--- src/rtl/clk_test_mux.sv ---
module clk_test_mux #(
  parameter int N_CPU = 4,
  parameter int N_PCI = 6,
  parameter int N_MEM = 8,
  parameter int N_REF = 2,
  localparam int O_CPU  = 0,
  localparam int O_PCI  = O_CPU + N_CPU,
  localparam int O_PCIF = O_PCI + N_PCI,
  localparam int O_MEM  = O_PCIF + 1,
  localparam int O_REF  = O_MEM + N_MEM,
  localparam int O_APIC = O_REF + N_REF,
  localparam int O_USB  = O_APIC + 1,
  localparam int O_IO   = O_USB + 1,
  localparam int NPIN   = O_IO + 1
) (
  input  logic            rst_n,
  input  logic            tclk,
  input  logic [1:0]      mode,
  input  logic [NPIN-1:0] out_en,
  input  logic            cpu_clk,
  input  logic            pci_clk,
  input  logic            mem_clk,
  input  logic            ref_clk,
  input  logic            apic_clk,
  input  logic            usb_clk,
  input  logic            io_clk,
  output logic [NPIN-1:0] pin_out,
  output logic [NPIN-1:0] pin_oe
);

  localparam logic [1:0] M_TEST = 2'b01;
  localparam logic [1:0] M_HIZ  = 2'b11;

  logic tst, hiz;
  logic half, quarter;
  logic [NPIN-1:0] nsrc, tsrc;

  assign tst = (mode == M_TEST);
  assign hiz = (mode == M_HIZ);

  always_ff @(posedge tclk or negedge rst_n) begin
    if (!rst_n) begin
      half    <= 1'b0;
      quarter <= 1'b0;
    end else if (!tst) begin
      half    <= 1'b0;
      quarter <= 1'b0;
    end else begin
      half    <= ~half;
      quarter <= quarter ^ ~half;
    end
  end

  for (genvar i = 0; i < N_CPU; i++) begin : g_cpu
    assign nsrc[O_CPU+i] = cpu_clk;
    assign tsrc[O_CPU+i] = half;
  end

  for (genvar i = 0; i < N_PCI; i++) begin : g_pci
    assign nsrc[O_PCI+i] = pci_clk;
    assign tsrc[O_PCI+i] = quarter;
  end

  assign nsrc[O_PCIF] = pci_clk;
  assign tsrc[O_PCIF] = quarter;

  for (genvar i = 0; i < N_MEM; i++) begin : g_mem
    assign nsrc[O_MEM+i] = mem_clk;
    assign tsrc[O_MEM+i] = half;
  end

  for (genvar i = 0; i < N_REF; i++) begin : g_ref
    assign nsrc[O_REF+i] = ref_clk;
    assign tsrc[O_REF+i] = tclk;
  end

  assign nsrc[O_APIC] = apic_clk;
  assign tsrc[O_APIC] = tclk;
  assign nsrc[O_USB]  = usb_clk;
  assign tsrc[O_USB]  = half;
  assign nsrc[O_IO]   = io_clk;
  assign tsrc[O_IO]   = quarter;

  assign pin_out = hiz ? '0 : (tst ? tsrc : (nsrc & out_en));
  assign pin_oe  = {NPIN{~hiz}};

endmodule


--- config.mk ---
export PLATFORM = sky130hd
export DESIGN_NAME = clk_test_mux
export DESIGN_NICKNAME = d
export VERILOG_FILES = /design/src/rtl/clk_test_mux.sv
export SDC_FILE = /design/constraint.sdc
export NUM_CORES = 1
export LEC_CHECK = 0
export ABC_AREA = 1
export CAP_MARGIN = 15
export CORE_ASPECT_RATIO = 1.2
export CORE_MARGIN = 2
export CORE_UTILIZATION = 28
export DETAILED_ROUTE_END_ITERATION = 12
export PLACE_DENSITY = 0.83
export SYNTH_ARGS = -nofsm -noshare
export SYNTH_HDL_FRONTEND = slang
export SYNTH_SLANG_ARGS = --single-unit
--- constraint.sdc ---
create_clock -name tclk -period 2 [get_ports tclk]
set_clock_uncertainty 0.05 [all_clocks]
set_input_delay 0.2 -clock tclk [delete_from_list [all_inputs] [get_ports tclk]]
set_output_delay 0.2 -clock tclk [all_outputs]
set_load 0.05 [all_outputs]
## Word-level counts from Yosys, hierarchy flattened

Index checks and enable logic that the tools add are counted.

| operators by class | value |
|---|---|
| add/subtract/negate cells | 0 |
| multiply operators | 0 |
| div/mod/pow operators | 0 |
| $lt $le $gt $ge | 0 |
| equal/unequal tests | 2 |
| shift operators | 0 |
| multiplexer cells | 4 |
| bitwise gates (word level) | 4 |
| reduce and logical (&&, ||, !) cells | 0 |

Operator list:

| operator | number |
|---|---|
| 24-bit 2-to-1 mux | 2 |
| 24-bit bitwise AND | 1 |
| 2-bit by 1-bit == test with 1-bit output (second input constant) | 1 |
| 2-bit == test (second input constant) | 1 |
| 1-bit 2-to-1 mux | 2 |
| 1-bit NOT | 2 |
| 1-bit XOR | 1 |

| storage, ports and cells | value |
|---|---|
| bits in registers | 2 |
| bits in latches | 0 |
| memory bits (writable) | 0 |
| memory bits (read-only) | 0 |
| bits of input ports | 35 |
| output and inout port bits | 48 |
| logic and storage cells | 12 |
| memories kept | 0 |

## Depth between registers and ports, before layout

Gate-level depths: netlist (run 1).

| logic depth | value |
|---|---|
| word-level depth | 3 |
| gate-level depth with buffers | 5 |
| gate-level depth less buffers | 5 |

==> results.json, run 1 <==
{
  "crit_fanout": 2,
  "synth-warning-count": 0,
  "timing.hold.worst_path_depth": 4,
  "total_switching_power_mw": 0.487,
  "critical-path-max-stage-delay_ns": 0.16,
  "antenna_found_initial": 0,
  "worst_path_max_delay_cell": "sky130_fd_sc_hd__clkbuf_8",
  "finalWirelength_mm": 3.14,
  "placement.cell_area_mm2": 0.00185,
  "ys_dominant_reg_cell": "sky130_fd_sc_hd__dfrtp_1",
  "startpoint_of_the_most_critical_register_to_register_path": "quarter",
  "report.final.setup_viol": 0,
  "static-leakage-power_nw": 1.09,
  "depth_of_the_worst_register_to_register_path": 4,
  "final.fill_count": 121,
  "synthArstFlopShare": 1.00,
  "grt_pass1_vias": 1171,
  "postLayoutCellArea_mm2": 0.00197,
  "ys_top_cells_by_area": "sky130_fd_sc_hd__nand2_1, sky130_fd_sc_hd__buf_4, sky130_fd_sc_hd__nor2_1, sky130_fd_sc_hd__inv_1, sky130_fd_sc_hd__dfrtp_1",
  "synth_top_area_frac": 0.290,
  "sw_frac_of_total": 0.479,
  "post_synth_and_or_nand_nor_area_fraction": 0.453,
  "period_share": 0.938,
  "dominant_combinational_cell_family_by_area_after_synthesis": "simple AND/OR/NAND/NOR gates",
  "critPathArrivalTime_ns": 1.63,
  "clk_pin_slew_worst_paths_ns": 0.03,
  "drtPass1Iterations": 4,
  "synth_area_in_compound_gates": 0.0310,
  "synth-xor-area-share": 0,
  "synth-seq-cells": 2,
  "status": "completed",
  "critical_path.startpoint": "tclk",
  "internal_cell_power_mw": 0.529,
  "min_path_type": "in -> reg",
  "die_h_um": 58.2,
  "slew_violations": 0,
  "core_area_mm2": 0.00231,
  "clk-insertion-delay-late_ns": 0.34,
  "areaGrowthSynthToFinish_pct": 187,
  "share_seq_of_total_power": 0.045,
  "detail_route.iter0.violations": 19,
  "detail-route-antenna-nets": 0,
  "syn_inst": 139,
  "timing.setup.tns_ns": 0,
  "largest_net_degree_at_the_start_of_global_routing": 25,
  "cp_common_cell": "sky130_fd_sc_hd__nand2_2",
  "combPwrFrac": 0.632,
  "io_buffer_count": 82,
  "grt_overflow": 0,
  "syn_area_um2": 686,
  "tritoncts": "done",
  "seq_area_frac_synth": 0.0730,
  "timing.max_cap.violations": 0,
  "remaining_drc_errors": 0,
  "maxClockFrequency_mhz": 537,
  "setup.worst_path.class": "clk -> out",
  "post_detailed_route_via_to_cell_ratio": 4.36,
  "die_area_mm2": 0.00286,
  "synth_top_area_cell": "sky130_fd_sc_hd__nand2_1",
  "yosysUniqueCellTypes": 11,
  "netlist_top_cells_count": "sky130_fd_sc_hd__nand2_1, sky130_fd_sc_hd__nor2_1, sky130_fd_sc_hd__inv_1",
  "floorplan.io_pins": 83,
  "insertedDiodeCount": 0,
  "timing.critical_path.cells": "clkbuf_4 > nand2_2 > nand2_2 > clkbuf_8 > nand2_4 > inv_2 > buf_8",
  "layout-drive-gt1-share": 0.351,
  "die_width_um": 49.2,
  "worst_slew_pin_slew_ns": 0.394,
  "first_pass_grt_wire_length_mm": 5.17,
  "post_layout_net_count": 247,
  "hold_violations_final": 0,
  "period_minus_slack_ns": 1.88,
  "drt-wirelength-per-cell_um": 13.0,
  "dp_hpwl_mm": 2.20,
  "rsz0062_at_grt": "no",
  "hold_path.startpoint": "mode[0]",
  "setup.worst_path.end_class": "output port",
  "start_util": 0.297,
  "worst_slew_margin": 0.737,
  "syn_area_per_cell_um2": 4.93,
  "finalWeightedCongestion": 0.736,
  "cp.required_ns": 1.75,
  "power_density_mw_per_mm2": 516,
  "type_of_origin_of_the_critical_path": "clock port",
  "share_clk_of_total_power": 0.323,
  "vias": 1056,
  "yosysMostFrequentCell": "sky130_fd_sc_hd__nand2_1",
  "synth_mux_area_frac": 0,
  "vdd_ir_drop_max_mv": 0.439,
  "rows": 19,
  "synth.net_count": 174,
  "yosys.area_share.adder": 0,
  "synth_enable_flop_cells": 0,
  "grtUsageTotal": 0.243
}
[placed cells by master (no fill, tap or decap), drive strengths merged]
cell type | synthesis | layout
buf | 26 | 56
clkbuf | 1 | 7
clkdlybuf4s50 | 0 | 33
nand2 | 53 | 53
dfrtp | 2 | 2
nor2 | 29 | 29
inv | 26 | 27
dlygate4sd3 | 0 | 1
dlymetal6s2s | 0 | 1
a21oi | 2 | 2
[power groups by stage]
stage	logic [mW]	clock network (mW)	registers (mW)
after CTS	0.640	0.336	0.0458
final	0.642	0.328	0.0460
after floorplan	0.318	0.0678	0.0455
after global routing	0.667	0.351	0.0464
after detailed placement	0.632	0.0917	0.0460
after global placement	0.622	0.0917	0.0460
[path summary, 6_finish.rpt]
check,to,slack [ns]
worst max-delay path,pin_out[20],0.12
worst min-delay path,half,0.29
worst max register to register,quarter,1.14
worst min register to register,half,0.51
max in group asynchronous,half,1.20
min in group asynchronous,quarter,0.56
[metrics by stage]
stage,std cells,setup slack [ns],utilization,hold slack [ns],total power [mW]
6_report,242,0.125,0.853,0.293,1.02
5_1_grt,242,0.0766,0.853,0.317,1.06
4_1_cts,242,0.00865,0.851,0.503,1.02
3_5_place_dp,233,-0.125,0.802,0.325,0.770
3_3_place_gp,233,-0.125,0.802,0.323,0.759
2_1_floorplan,139,0.400,-,-0.146,0.431
[worst max-delay path: cells and delay by family]
family	cells	cell delay, ns
buf+inv	4	0.46
simple gates	3	0.16
[registers in the layout (all words and copies together) (netlist names)]
signal   flops
quarter      1
half         1
[layer usage]
layer	wire [um]	GRT usage
met3	288	0.142
met5	0	0
met4	75	0.135
met1	1070	0.223
met2	1710	0.421
[area by class of cell]
cell class	instances	area, um^2	area share
Tap cell	31	38.8	0.0197
Inverter	23	86.3	0.0439
Clock inverter	4	15.0	0.00763
Sequential cell	2	50.0	0.0254
Clock buffer	10	106	0.0541
Timing Repair Buffer	88	1310	0.668
Multi-Input combinational cell	84	357	0.181
[cell families after synthesis]
group / after synthesis
buffers and inverters: 53
and+or+nand+nor: 82
DFF: 2
AOI/OAI and AO/OA: 2
[what timing repair did]
action                                  4_1_cts  5_1_grt
pin swaps                                     1        0
endpoints found under the hold margin         2        0
setup buffers                                 0        0
gates resized for setup                      34        2
endpoints found under the setup margin        9       12
hold buffers                                  1        0
(Power assumes the default switching activity.)
==> inputs of run 2 (changes only) <==
--- a/config.mk
+++ b/config.mk
@@ -9,9 +9,10 @@
 export CAP_MARGIN = 15
 export CORE_ASPECT_RATIO = 1.2
 export CORE_MARGIN = 2
-export CORE_UTILIZATION = 28
+export CORE_UTILIZATION = 26
 export DETAILED_ROUTE_END_ITERATION = 12
-export PLACE_DENSITY = 0.83
+export PLACE_DENSITY = 0.78
+export REMOVE_ABC_BUFFERS = 1
 export SYNTH_ARGS = -nofsm -noshare
 export SYNTH_HDL_FRONTEND = slang
 export SYNTH_SLANG_ARGS = --single-unit
==> constraint.sdc (replaced) <==
create_clock -name tclk -period 1.8 [get_ports tclk]
set_clock_uncertainty 0.05 [all_clocks]
set_input_delay 0.18 -clock tclk [delete_from_list [all_inputs] [get_ports tclk]]
set_output_delay 0.18 -clock tclk [all_outputs]
set_load 0.05 [all_outputs]
==> run 2 against run 1 <==
Compared with the run above: clock power rose by 8.5%; wire length is 5.2% higher; die area rose by 7.1%; sequential share of layout area down 0.052 points; critical path depth did not move; final area up 2.1%; setup slack got worse by 0.10 ns; non-clock buffer count is 3 higher; combinational power grew 14%; sequential power increased by 11%.
==> results.json, run 2 (synthesis gave the netlist of run 1 again) <==
{
  "rows": 20,
  "timing.max_cap.violations": 0,
  "die_width_um": 50.9,
  "critPathArrivalTime_ns": 1.55,
  "die_h_um": 60.3,
  "antenna_found_initial": 1,
  "largest_net_degree_at_the_start_of_global_routing": 13,
  "crit_fanout": 2,
  "min_path_type": "in -> reg",
  "vias": 1079,
  "power_density_mw_per_mm2": 566,
  "cp.required_ns": 1.57,
  "floorplan.io_pins": 83,
  "core_area_mm2": 0.00253,
  "layout-drive-gt1-share": 0.374,
  "dp_hpwl_mm": 2.55,
  "worst_path_max_delay_cell": "sky130_fd_sc_hd__clkbuf_8",
  "clk_pin_slew_worst_paths_ns": 0.03,
  "finalWeightedCongestion": 0.726,
  "total_switching_power_mw": 0.537,
  "share_clk_of_total_power": 0.314,
  "hold_violations_final": 0,
  "setup.worst_path.class": "clk -> out",
  "internal_cell_power_mw": 0.599,
  "critical_path.n_buffers_inverters": 4,
  "status": "completed",
  "areaGrowthSynthToFinish_pct": 193,
  "placement.cell_area_mm2": 0.00187,
  "final.fill_count": 140,
  "fin_hold_ws_ns": 0.424,
  "most_common_library_cell_in_the_layout_ignoring_fill_and_taps": "sky130_fd_sc_hd__nand2_1",
  "report.final.setup_viol": 0,
  "setup.worst_path.end_class": "output port",
  "start_util": 0.271,
  "post_layout_net_count": 250,
  "slew_violations": 0,
  "postLayoutCellArea_mm2": 0.00201,
  "finalWirelength_mm": 3.30,
  "tritoncts": "done",
  "worst_slew_pin_slew_ns": 0.357,
  "worst_slew_margin": 0.761,
  "type_of_origin_of_the_critical_path": "clock port",
  "final_cell_mix": "sky130_fd_sc_hd__nand2_1, sky130_fd_sc_hd__buf_12, sky130_fd_sc_hd__clkdlybuf4s50_1, sky130_fd_sc_hd__nor2_1, sky130_fd_sc_hd__inv_1",
  "grt_overflow": 0,
  "io_buffer_count": 82,
  "rsz0062_at_grt": "yes",
  "die_area_mm2": 0.00307,
  "combPwrFrac": 0.641,
  "timing.critical_path.cells": "clkbuf_4 > nand2_2 > nand2_2 > clkbuf_8 > nand2_2 > inv_2 > buf_6",
  "grt_pass1_vias": 1183,
  "first_pass_grt_wire_length_mm": 5.36,
  "cp_common_cell": "sky130_fd_sc_hd__nand2_2",
  "detail-route-antenna-nets": 0,
  "timing.setup.tns_ns": 0,
  "grtUsageTotal": 0.247,
  "clk-insertion-delay-late_ns": 0.34,
  "drtPass1Iterations": 4,
  "share_seq_of_total_power": 0.045,
  "remaining_drc_errors": 0,
  "drt-wirelength-per-cell_um": 13.3,
  "critical-path-max-stage-delay_ns": 0.15,
  "registers_with_the_most_flip_flops": "half: 1 flops, quarter: 1 flops",
  "static-leakage-power_nw": 1.10,
  "critical-path-top-delay-family": "buffers and inverters",
  "detail_route.iter0.violations": 12,
  "vdd_ir_drop_max_mv": 0.389,
  "post_detailed_route_via_to_cell_ratio": 4.35,
  "sw_frac_of_total": 0.473
}
==> run 2: cell type report <==
cell class / count / area [um^2] / area share
Inverter: 23 / 86.3 / 0.0430
Clock buffer: 10 / 104 / 0.0517
Tap cell: 33 / 41.3 / 0.0206
Multi-Input combinational cell: 84 / 352 / 0.175
Sequential cell: 2 / 50.0 / 0.0249
Clock inverter: 4 / 15.0 / 0.00748
Timing Repair Buffer: 91 / 1360 / 0.676
Antenna cell: 1 / 2.50 / 0.00125
==> run 2: worst min-delay path, delay by kind of cell <==
family | cells | cell delay [ns]
simple gates | 2 | 0.16
buf+inv | 2 | 0.43
==> run 2: power groups by stage <==
stage | clock network (mW) | logic (mW) | registers, mW
after floorplan | 0.0754 | 0.305 | 0.0505
after global placement | 0.102 | 0.699 | 0.0510
after detailed placement | 0.102 | 0.714 | 0.0511
after CTS | 0.358 | 0.729 | 0.0506
after global routing | 0.374 | 0.764 | 0.0514
final | 0.356 | 0.729 | 0.0511
==> run 2: repair_timing <==
action | in CTS | in global routing
cloned | 0 | 0
setup endpoints to repair | 21 | 2
gates resized for setup | 36 | 1
hold buffers | 1 | 0
endpoints found under the hold margin | 2 | 0
setup buffers | 2 | 0
==> run 2: routing by layer <==
layer	vias up	global-route usage	routed length (um)
li1	520	-	-
met1	469	0.239	1180
met2	82	0.406	1670
met3	8	0.130	379
met4	0	0.174	76
met5	-	0	0
==> run 2: path summary, 6_finish.rpt <==
path | endpoint | start | cells past startpoint | slack (ns)
min reg2reg | half | half | 1 | 0.50
min in group asynchronous | half | rst_n | 2 | 0.51
max reg2reg | quarter | quarter | 4 | 0.96
min | half | mode[0] | 4 | 0.42
max | pin_out[19] | tclk | 7 | 0.02
max in group asynchronous | quarter | rst_n | 2 | 1.06
==> run 2: metrics by stage <==
step | utilization | std cells | power [mW] | setup WS [ns]
final | 0.795 | 248 | 1.14 | 0.0242
after global routing | 0.794 | 247 | 1.19 | -0.00650
after CTS | 0.793 | 247 | 1.14 | 0.0215
after detailed placement | 0.741 | 236 | 0.867 | -0.205
after global placement | 0.741 | 236 | 0.852 | -0.204
after floorplan | - | 112 | 0.431 | -6.00
